$ cat src/rtl/spi_errdet_pkg.sv
package spi_errdet_pkg;
  localparam int NFLAG    = 4;
  localparam int F_UDR    = 0;
  localparam int F_EOTERR = 1;
  localparam int F_OVR    = 2;
  localparam int F_NCLK   = 3;
endpackage

$ cat src/rtl/spi_errdet_xfer.sv
// Tracks one select window and produces per-cycle error events.
module spi_errdet_xfer (
  input  logic clk,
  input  logic rst_n,
  input  logic live,        // enabled and in slave mode
  input  logic three_wire,
  input  logic ss_n,
  input  logic sclk_edge,
  input  logic tx_empty,
  output logic sel_active,
  output logic udr_evt,
  output logic eoterr_evt,
  output logic nclk_evt
);
  logic win_q, udr_seen_q, clk_seen_q, win_now, win_end;

  assign sel_active = live & (three_wire | ~ss_n);
  assign udr_evt    = sel_active & sclk_edge & tx_empty;
  // Windows are only tracked for four-wire operation.
  assign win_now    = live & ~three_wire & ~ss_n;
  assign win_end    = live & ~three_wire & win_q & ss_n;
  assign eoterr_evt = win_end & udr_seen_q;
  assign nclk_evt   = win_end & ~clk_seen_q;

  always_ff @(posedge clk or negedge rst_n) begin
    if (!rst_n) begin
      win_q      <= 1'b0;
      udr_seen_q <= 1'b0;
      clk_seen_q <= 1'b0;
    end else begin
      win_q <= win_now;
      if (win_now) begin
        udr_seen_q <= udr_seen_q | udr_evt;
        clk_seen_q <= clk_seen_q | sclk_edge;
      end else begin
        udr_seen_q <= 1'b0;
        clk_seen_q <= 1'b0;
      end
    end
  end
endmodule

$ cat src/rtl/spi_errdet_flags.sv
// Sticky write-one-to-clear flag bank; set wins over clear.
module spi_errdet_flags #(
  parameter int N = 4
) (
  input  logic         clk,
  input  logic         rst_n,
  input  logic [N-1:0] set_i,
  input  logic [N-1:0] clr_i,
  output logic [N-1:0] q
);
  for (genvar i = 0; i < N; i++) begin : g_flag
    always_ff @(posedge clk or negedge rst_n) begin
      if (!rst_n)        q[i] <= 1'b0;
      else if (set_i[i]) q[i] <= 1'b1;
      else if (clr_i[i]) q[i] <= 1'b0;
    end
  end
endmodule

$ cat src/rtl/spi_slv_errdet.sv
module spi_slv_errdet
  import spi_errdet_pkg::*;
#(
  parameter int RX_DEPTH = 8,
  localparam int LVL_W   = $clog2(RX_DEPTH + 1)
) (
  input  logic             clk,
  input  logic             rst_n,
  input  logic             en,
  input  logic             slave_mode,
  input  logic             three_wire,
  input  logic             ss_n,
  input  logic             sclk_edge,
  input  logic             tx_empty,
  input  logic             rx_word_valid,
  input  logic [LVL_W-1:0] rx_level,
  output logic             rx_push,
  output logic             rx_full,
  input  logic             udr_ie,
  input  logic             ovr_ie,
  input  logic             nclk_ie,
  input  logic [NFLAG-1:0] flag_clr,
  output logic [NFLAG-1:0] flags,
  output logic             irq
);
  logic live, sel_active, udr_evt, eoterr_evt, nclk_evt, ovr_evt;
  logic [NFLAG-1:0] set_v, ie_v;

  assign live = en & slave_mode;

  spi_errdet_xfer u_xfer (
    .clk(clk), .rst_n(rst_n), .live(live), .three_wire(three_wire),
    .ss_n(ss_n), .sclk_edge(sclk_edge), .tx_empty(tx_empty),
    .sel_active(sel_active), .udr_evt(udr_evt),
    .eoterr_evt(eoterr_evt), .nclk_evt(nclk_evt)
  );

  assign rx_full = (rx_level == LVL_W'(RX_DEPTH));
  assign ovr_evt = sel_active & rx_word_valid & rx_full;
  assign rx_push = sel_active & rx_word_valid & ~rx_full;

  always_comb begin
    set_v           = '0;
    set_v[F_UDR]    = udr_evt;
    set_v[F_EOTERR] = eoterr_evt;
    set_v[F_OVR]    = ovr_evt;
    set_v[F_NCLK]   = nclk_evt;
    ie_v            = '0;
    ie_v[F_UDR]     = udr_ie;
    ie_v[F_EOTERR]  = udr_ie;
    ie_v[F_OVR]     = ovr_ie;
    ie_v[F_NCLK]    = nclk_ie;
  end

  spi_errdet_flags #(.N(NFLAG)) u_flags (
    .clk(clk), .rst_n(rst_n), .set_i(set_v), .clr_i(flag_clr), .q(flags)
  );

  assign irq = |(flags & ie_v);
endmodule

$ cat config.mk
export PLATFORM = sky130hd
export DESIGN_NAME = spi_slv_errdet
export DESIGN_NICKNAME = d
export VERILOG_FILES = /design/src/rtl/spi_errdet_pkg.sv /design/src/rtl/spi_errdet_xfer.sv /design/src/rtl/spi_errdet_flags.sv /design/src/rtl/spi_slv_errdet.sv
export SDC_FILE = /design/constraint.sdc
export NUM_CORES = 1
export LEC_CHECK = 0
export ABC_CLOCK_PERIOD_IN_PS = 1100
export BUFFER_PORTS_ARGS = -buffer_cell sky130_fd_sc_hd__buf_4
export CAP_MARGIN = 20
export CORE_AREA = 4 4 41 43
export DETAILED_ROUTE_END_ITERATION = 10
export DIE_AREA = 0 0 45 47
export HOLD_SLACK_MARGIN = 0.1
export PLACE_DENSITY_LB_ADDON = 0.12
export REMOVE_ABC_BUFFERS = 1
export SYNTH_ARGS = -nofsm -noshare
export SYNTH_HDL_FRONTEND = slang
export SYNTH_HIERARCHICAL = 1
export SYNTH_SLANG_ARGS = --single-unit
export TNS_END_PERCENT = 30
$ cat constraint.sdc
create_clock -name clk -period 1.1 [get_ports clk]
set_clock_uncertainty 0.15 [all_clocks]
set_input_delay 0.22 -clock clk [delete_from_list [all_inputs] [get_ports clk]]
set_output_delay 0.22 -clock clk [all_outputs]
set_load 0.02 [all_outputs]
==> results of run 1 <==
==> cells by family (layout without fill, tap and decap cells) <==
| kind of cell | count (synthesis) | in the layout | share of synthesized area [%] |
|---|---|---|---|
| flip-flops | 7 | 7 | 48.8 |
| buffers and inverters | 6 | 53 | 6.27 |
| AO/OA/AOI/OAI | 10 | 10 | 18.8 |
| AND/OR/NAND/NOR | 12 | 12 | 26.1 |
==> layout by cell type, fill, tap and decap left out <==
cell	Yosys	layout
a21oi_2	0	1
clkbuf_4	0	3
a21o_1	4	4
buf_6	0	12
o21a_1	1	1
dfrtp_1	7	7
and2b_1	1	1
o21ai_1	0	1
dlygate4sd3_1	0	5
nor2_1	1	1
nor4b_2	0	1
and2_4	0	1
clkbuf_1	0	1
inv_1	6	5
a22oi_2	0	1
inv_2	0	1
a211oi_2	0	1
nor4bb_1	1	1
and3_1	1	1
nand2_1	4	4
buf_4	0	26
nor3b_2	1	1
a21oi_1	2	1
nor4b_4	1	1
==> cells in the mapped netlist <==
master	instances	area, um^2
nor2_1	1	3.75
nor4b_4	1	23.8
nand2_1	4	15.0
a21oi_1	2	10.0
a21o_1	4	30.0
and2_1	1	6.26
a211oi_1	1	7.51
o21ai_0	1	5.00
nor4bb_1	1	10.0
nor4b_1	1	8.76
nor3b_2	1	12.5
dfrtp_1	7	175
inv_1	6	22.5
and3_1	1	6.26
o21a_1	1	7.51
a22oi_1	1	7.51
and2b_1	1	7.51
==> power groups by stage <==
stage | sequential, uW | clock (uW) | combinational, uW
2_1_floorplan | 272 | 0 | 27.4
3_3_place_gp | 269 | 0 | 123
3_5_place_dp | 269 | 0 | 124
4_1_cts | 265 | 235 | 162
5_1_grt | 265 | 262 | 176
6_report | 265 | 226 | 163
==> worst max path at each step <==
stage / from / endpoint / slack (ps) / cells past startpoint
global placement: en / rx_push / -190 / 7
floorplan: en / rx_push / -140 / 5
CTS: u_flags/q[2]$_DFFE_PN0P_ / irq / -290 / 3
finish: u_flags/q[2]$_DFFE_PN0P_ / irq / -260 / 3
global route: u_flags/q[2]$_DFFE_PN0P_ / irq / -330 / 3
detailed placement: en / rx_push / -210 / 7
==> critical path, stage by stage (launching register included) <==
cell	delay, ps
dfrtp_1	390
a22oi_2	150
nand2_1	80
buf_6	130
==> repair_timing <==
item | 4_1_cts | 5_1_grt
gates resized for setup | 16 | 3
endpoints found under the hold margin | 12 | 1
endpoints found under the setup margin | 7 | 8
setup buffers | 3 | 0
pin swaps | 5 | 1
==> final cells by class <==
type / instances / area (um^2)
repair buffers: 43 / 380
flip-flops and latches: 7 / 175
fillers: 129 / 494
inverters: 6 / 22.5
clock buffers: 4 / 26.3
well taps: 15 / 18.8
multi-input cells: 22 / 184
==> sequential cells by signal, indices dropped and copies added (netlist names) <==
register           cells
u_flags/q              4
u_xfer/clk_seen_q      1
u_xfer/udr_seen_q      1
u_xfer/win_q           1
==> stage by stage <==
stage | utilization, % | total power [uW] | cell area, um^2
after global routing | 62.0 | 703 | 807
final | 62.0 | 653 | 807
after CTS | 61.3 | 662 | 797
after detailed placement | 49.2 | 393 | 641
after floorplan | - | 299 | 359
after global placement | 49.2 | 392 | 641
==> layer usage <==
layer,vias up,wire (um),share of wire (%)
li1,215,-,-
met1,189,395,37
met2,17,559,53
met3,0,108,10
met4,0,0,0
met5,-,0,0
==> flow_summary_export.csv, run 1 <==
group,metric,value,unit
sta,rsz0062_at_grt,"true",
hold_path,hp-class,"primary input to register",
routing,first_pass_iters,1,
sta,finalSetupTns,-1040,ps
critical_path,critPathArrivalTime,990,ps
power_and_ir_drop,switching_power,146,uW
critical_path,r2r-start,"u_xfer/win_q$_DFF_PN0_",
global_route,grt_pass1_vias,399,
die,die-area,0.00212,mm^2
hold_path,min_from,"three_wire",
logic_synthesis,yosysWarnings,6,
finish,num_antenna_cells,0,
die,die_height,47,um
routing,drtIter0Drc,0,
hold_path,hold_path_depth,3,
die,fp.coreArea,0.00130,mm^2
hold_path,whs_endpoint,"u_xfer/win_q$_DFF_PN0_",
placed_design,io_buffer_count,26,
global_route,grt_max_degree,8,
sta,slew_viol_final,0,
die,ioPinCount,27,
critical_path,worst_r2r_endpoint,"u_flags/q[1]$_DFFE_PN0P_",
logic_synthesis,synth_cell_types,17,
sta,timing.hold.ws,96.5,ps
routing,via_per_inst,4.34,
global_route,grt_pass1_wl,1.59,mm
placed_design,post-dp-hpwl,781,um
power_and_ir_drop,p_sw_share,22.3,%
finish,area_growth,125,%
logic_synthesis,avgSynthCellArea,10.3,um^2
sta,min_period_over_period,124,%
power_and_ir_drop,ir_drop,0.000722,V
power_and_ir_drop,p_int,508,uW
sta,finalHoldViolCount,0,
sta,slew_headroom,82.1,%
logic_synthesis,syn-instance-count,35,
global_route,grt_use_met1,11.5,%
clock_network,clock_path_buffers,2,
global_route,grtUsageTotal,10.9,%
clock_network,postCtsHoldBufs,5,
critical_path,critical_path_class,"register to output port",
global_route,gr-total-overflow,0,
critical_path,crit_path_end_kind,"output port",
routing,drc_errors,0,
power_and_ir_drop,seqPwrFrac,40.6,%
power_and_ir_drop,p_leak,0.000458,uW
finish,nets,103,
clock_network,cts_tree,"yes",
global_route,grt_antenna_before_repair,0,
routing,postRouteAntennaNets,0,
placed_design,pre_cts_slack,-209,ps
die,placementRows,13,
logic_synthesis,ys_ff_latch,7,
sta,setup_ws,-263,ps
routing,detail_route.wl_per_cell,11.0,um
critical_path,crit_path_max_fanout,2,
clock_network,cts.sinks,7,
routing,routed_wl,1.06,mm
sta,worst_slew_pin_slew,265,ps
sta,fin_crit,1360,ps
sta,max_freq,734,MHz
critical_path,reg2regPathDepth,3,
routing,route.vias.total,421,
finish,final_cells,97,
global_route,grt.met3_usage,6.51,%
power_and_ir_drop,p_per_area,810,mW/mm^2
clock_network,htree_num_levels,1,
run_status,outcome,"finished with violations",
critical_path,cp.required,730,ps
placed_design,dp_cells,85,
power_and_ir_drop,p_comb_share,24.9,%
global_route,grt_use_met2,18.1,%
power_and_ir_drop,clkPwrFrac,34.5,%
die,die_w,45,um
run_status,violations,"setup timing",
finish,drive_gt1_share,59.8,%
sta,setup_viol,8,
die,initial_core_util,27.6,%
critical_path,ff2ff_setup_slack,80,ps
global_route,grt.busiest_layer,"met2",
clock_network,clk_pin_slew_worst_paths,50,ps
run,cap_violations,0,
clock_network,clk_latency,250,ps
clock_network,cts-root-buf,"clkbuf_4",
critical_path,critical_path.startpoint_type,"register",
logic_synthesis,yosysSeqAreaShare,48.8,%
logic_synthesis,synthesis.area,359,um^2
placed_design,gp_congestion,0.713,
clock_network,cts_buffers,3,
Note: power is estimated with default switching activity, not from simulation.
==> inputs of run 2 (changes only) <==
SKIP_CTS_REPAIR_TIMING = 1   (was unset)
==> flow_summary_export.csv, run 2 (synthesized netlist as in run 1, its figures left out) <==
group,metric,value,unit
clock_network,htree_num_levels,1,
sta,fin_crit,1360,ps
clock_network,cts_buffers,3,
critical_path,critPathSlowestCell,"dfrtp_1",
placed_design,gp_congestion,0.713,
critical_path,crit_path_max_fanout,2,
die,placementRows,13,
power_and_ir_drop,p_int,494,uW
placed_design,pre_cts_slack,-209,ps
critical_path,cp_top_family,"flip-flops",
die,fp.coreArea,0.00130,mm^2
clock_network,clk_latency,250,ps
critical_path,r2r-start,"u_xfer/win_q$_DFF_PN0_",
sta,setup_ws,-262,ps
finish,num_antenna_cells,0,
critical_path,crit_path_end_kind,"output port",
routing,drtIter0Drc,1,
finish,layout_commonest_cell,"buf_4",
finish,final_cells,92,
critical_path,path_buf_inv,1,
power_and_ir_drop,p_per_area,842,mW/mm^2
finish,drive_gt1_share,59.7,%
sta,slew_headroom,82.2,%
run_status,violations,"setup timing",
run,cap_violations,0,
finish,nets,98,
critical_path,critPathLaunch,"u_flags/q[3]$_DFFE_PN0P_",
global_route,grtUsageTotal,9.74,%
clock_network,clock_path_buffers,2,
power_and_ir_drop,power.total,633,uW
global_route,grt_pass1_wl,1.44,mm
critical_path,worst_r2r_endpoint,"u_flags/q[1]$_DFFE_PN0P_",
power_and_ir_drop,switching_power,139,uW
routing,drc_errors,0,
die,die-area,0.00212,mm^2
finish,mostFrequentLayoutCells,"buf_4 (26), buf_6 (10), dfrtp_1 (7)",
critical_path,critical_path_class,"register to output port",
sta,setup_viol,7,
run_status,outcome,"finished with violations",
clock_network,clk_pin_slew_worst_paths,50,ps
power_and_ir_drop,ir_drop,0.000720,V
routing,routed_wl,967,um
hold_path,hold_path_depth,3,
global_route,grt_pass1_vias,351,
placed_design,dp_cells,85,
hold_path,hp-class,"primary input to register",
placed_design,post-dp-hpwl,781,um
global_route,gr-total-overflow,0,
die,initial_core_util,27.6,%
global_route,grt_max_degree,8,
critical_path,ff2ff_setup_slack,80,ps
power_and_ir_drop,p_comb_share,22.8,%
critical_path,critical_path.startpoint_type,"register",
critical_path,endpoint,"irq",
die,ioPinCount,27,
sta,slew_viol_final,0,
power_and_ir_drop,seqPwrFrac,41.9,%
finish,regMostFlops,"u_flags/q",
routing,route.vias.total,403,
sta,worst_slew_pin_slew,264,ps
finish,num-fill-cells,137,
global_route,grt_antenna_before_repair,0,
finish,largest_reg_flops,4,
clock_network,cts_tree,"yes",
critical_path,cp.required,730,ps
die,die_w,45,um
sta,timing.hold.ws,97.3,ps
finish,area_growth,109,%
clock_network,cts.sinks,7,
sta,min_period_over_period,124,%
critical_path,critPathArrivalTime,990,ps
routing,via_per_inst,4.38,
sta,rsz0062_at_grt,"true",
routing,first_pass_iters,2,
routing,detail_route.wl_per_cell,10.5,um
critical_path,crit_chain,"a22oi_2 -> nand2_1 -> buf_6",
placed_design,io_buffer_count,26,
sta,finalHoldViolCount,0,
routing,postRouteAntennaNets,0,
critical_path,reg2regPathDepth,3,
critical_path,critical_path.max_stage_delay,390,ps
power_and_ir_drop,p_sw_share,22.0,%
die,die_height,47,um
critical_path,worstSetupPathDepth,3,
power_and_ir_drop,p_leak,0.000432,uW
sta,max_freq,734,MHz
power_and_ir_drop,clkPwrFrac,35.3,%
clock_network,cts-root-buf,"clkbuf_4",
run 2: per-layer routing:
layer	share of wire [%]	up-vias	track usage, %
met5	0	-	0
met1	38	183	12.4
met2	51	17	12.7
met4	0	0	3.51
met3	12	0	6.90
li1	-	203	-
run 2: power groups by stage:
stage / registers, uW / clock network (uW) / logic, uW
final: 265 / 223 / 145
after CTS: 264 / 235 / 125
after global routing: 265 / 262 / 158
after detailed placement: 269 / 0 / 124
after floorplan: 272 / 0 / 27.4
after global placement: 269 / 0 / 123
run 2: how the worst min path moves through the flow:
stage / startpoint / endpoint
finish: three_wire / u_xfer/win_q$_DFF_PN0_
global route: three_wire / u_xfer/win_q$_DFF_PN0_
CTS: rst_n / u_flags/q[2]$_DFFE_PN0P_
detailed placement: rst_n / u_flags/q[2]$_DFFE_PN0P_
global placement: rst_n / u_flags/q[2]$_DFFE_PN0P_
floorplan: rst_n / u_flags/q[0]$_DFFE_PN0P_
run 2: layout make-up:
class / instances / area [um^2] / area share (%)
multi-input combinational: 22 / 179 / 23.8
sequential: 7 / 175 / 23.3
clock buffer: 4 / 26.3 / 3.49
tap: 15 / 18.8 / 2.50
timing repair buffer: 38 / 328 / 43.6
inverter: 6 / 25.0 / 3.33
run 2: worst reg2reg max path, delay by kind of cell (launching register included):
| kind | cells | cell delay [ps] |
|---|---|---|
| DFF | 1 | 320 |
| AOI/OAI and AO/OA | 1 | 120 |
| and+or+nand+nor | 2 | 370 |
run 2: through the flow:
stage / setup TNS, ps / area [um^2] / utilization (%)
global placement: -654 / 641 / 49.2
detailed placement: -652 / 641 / 49.2
CTS: -1360 / 667 / 51.2
global route: -1450 / 752 / 57.8
floorplan: -254 / 359 / -
finish: -1080 / 752 / 57.8
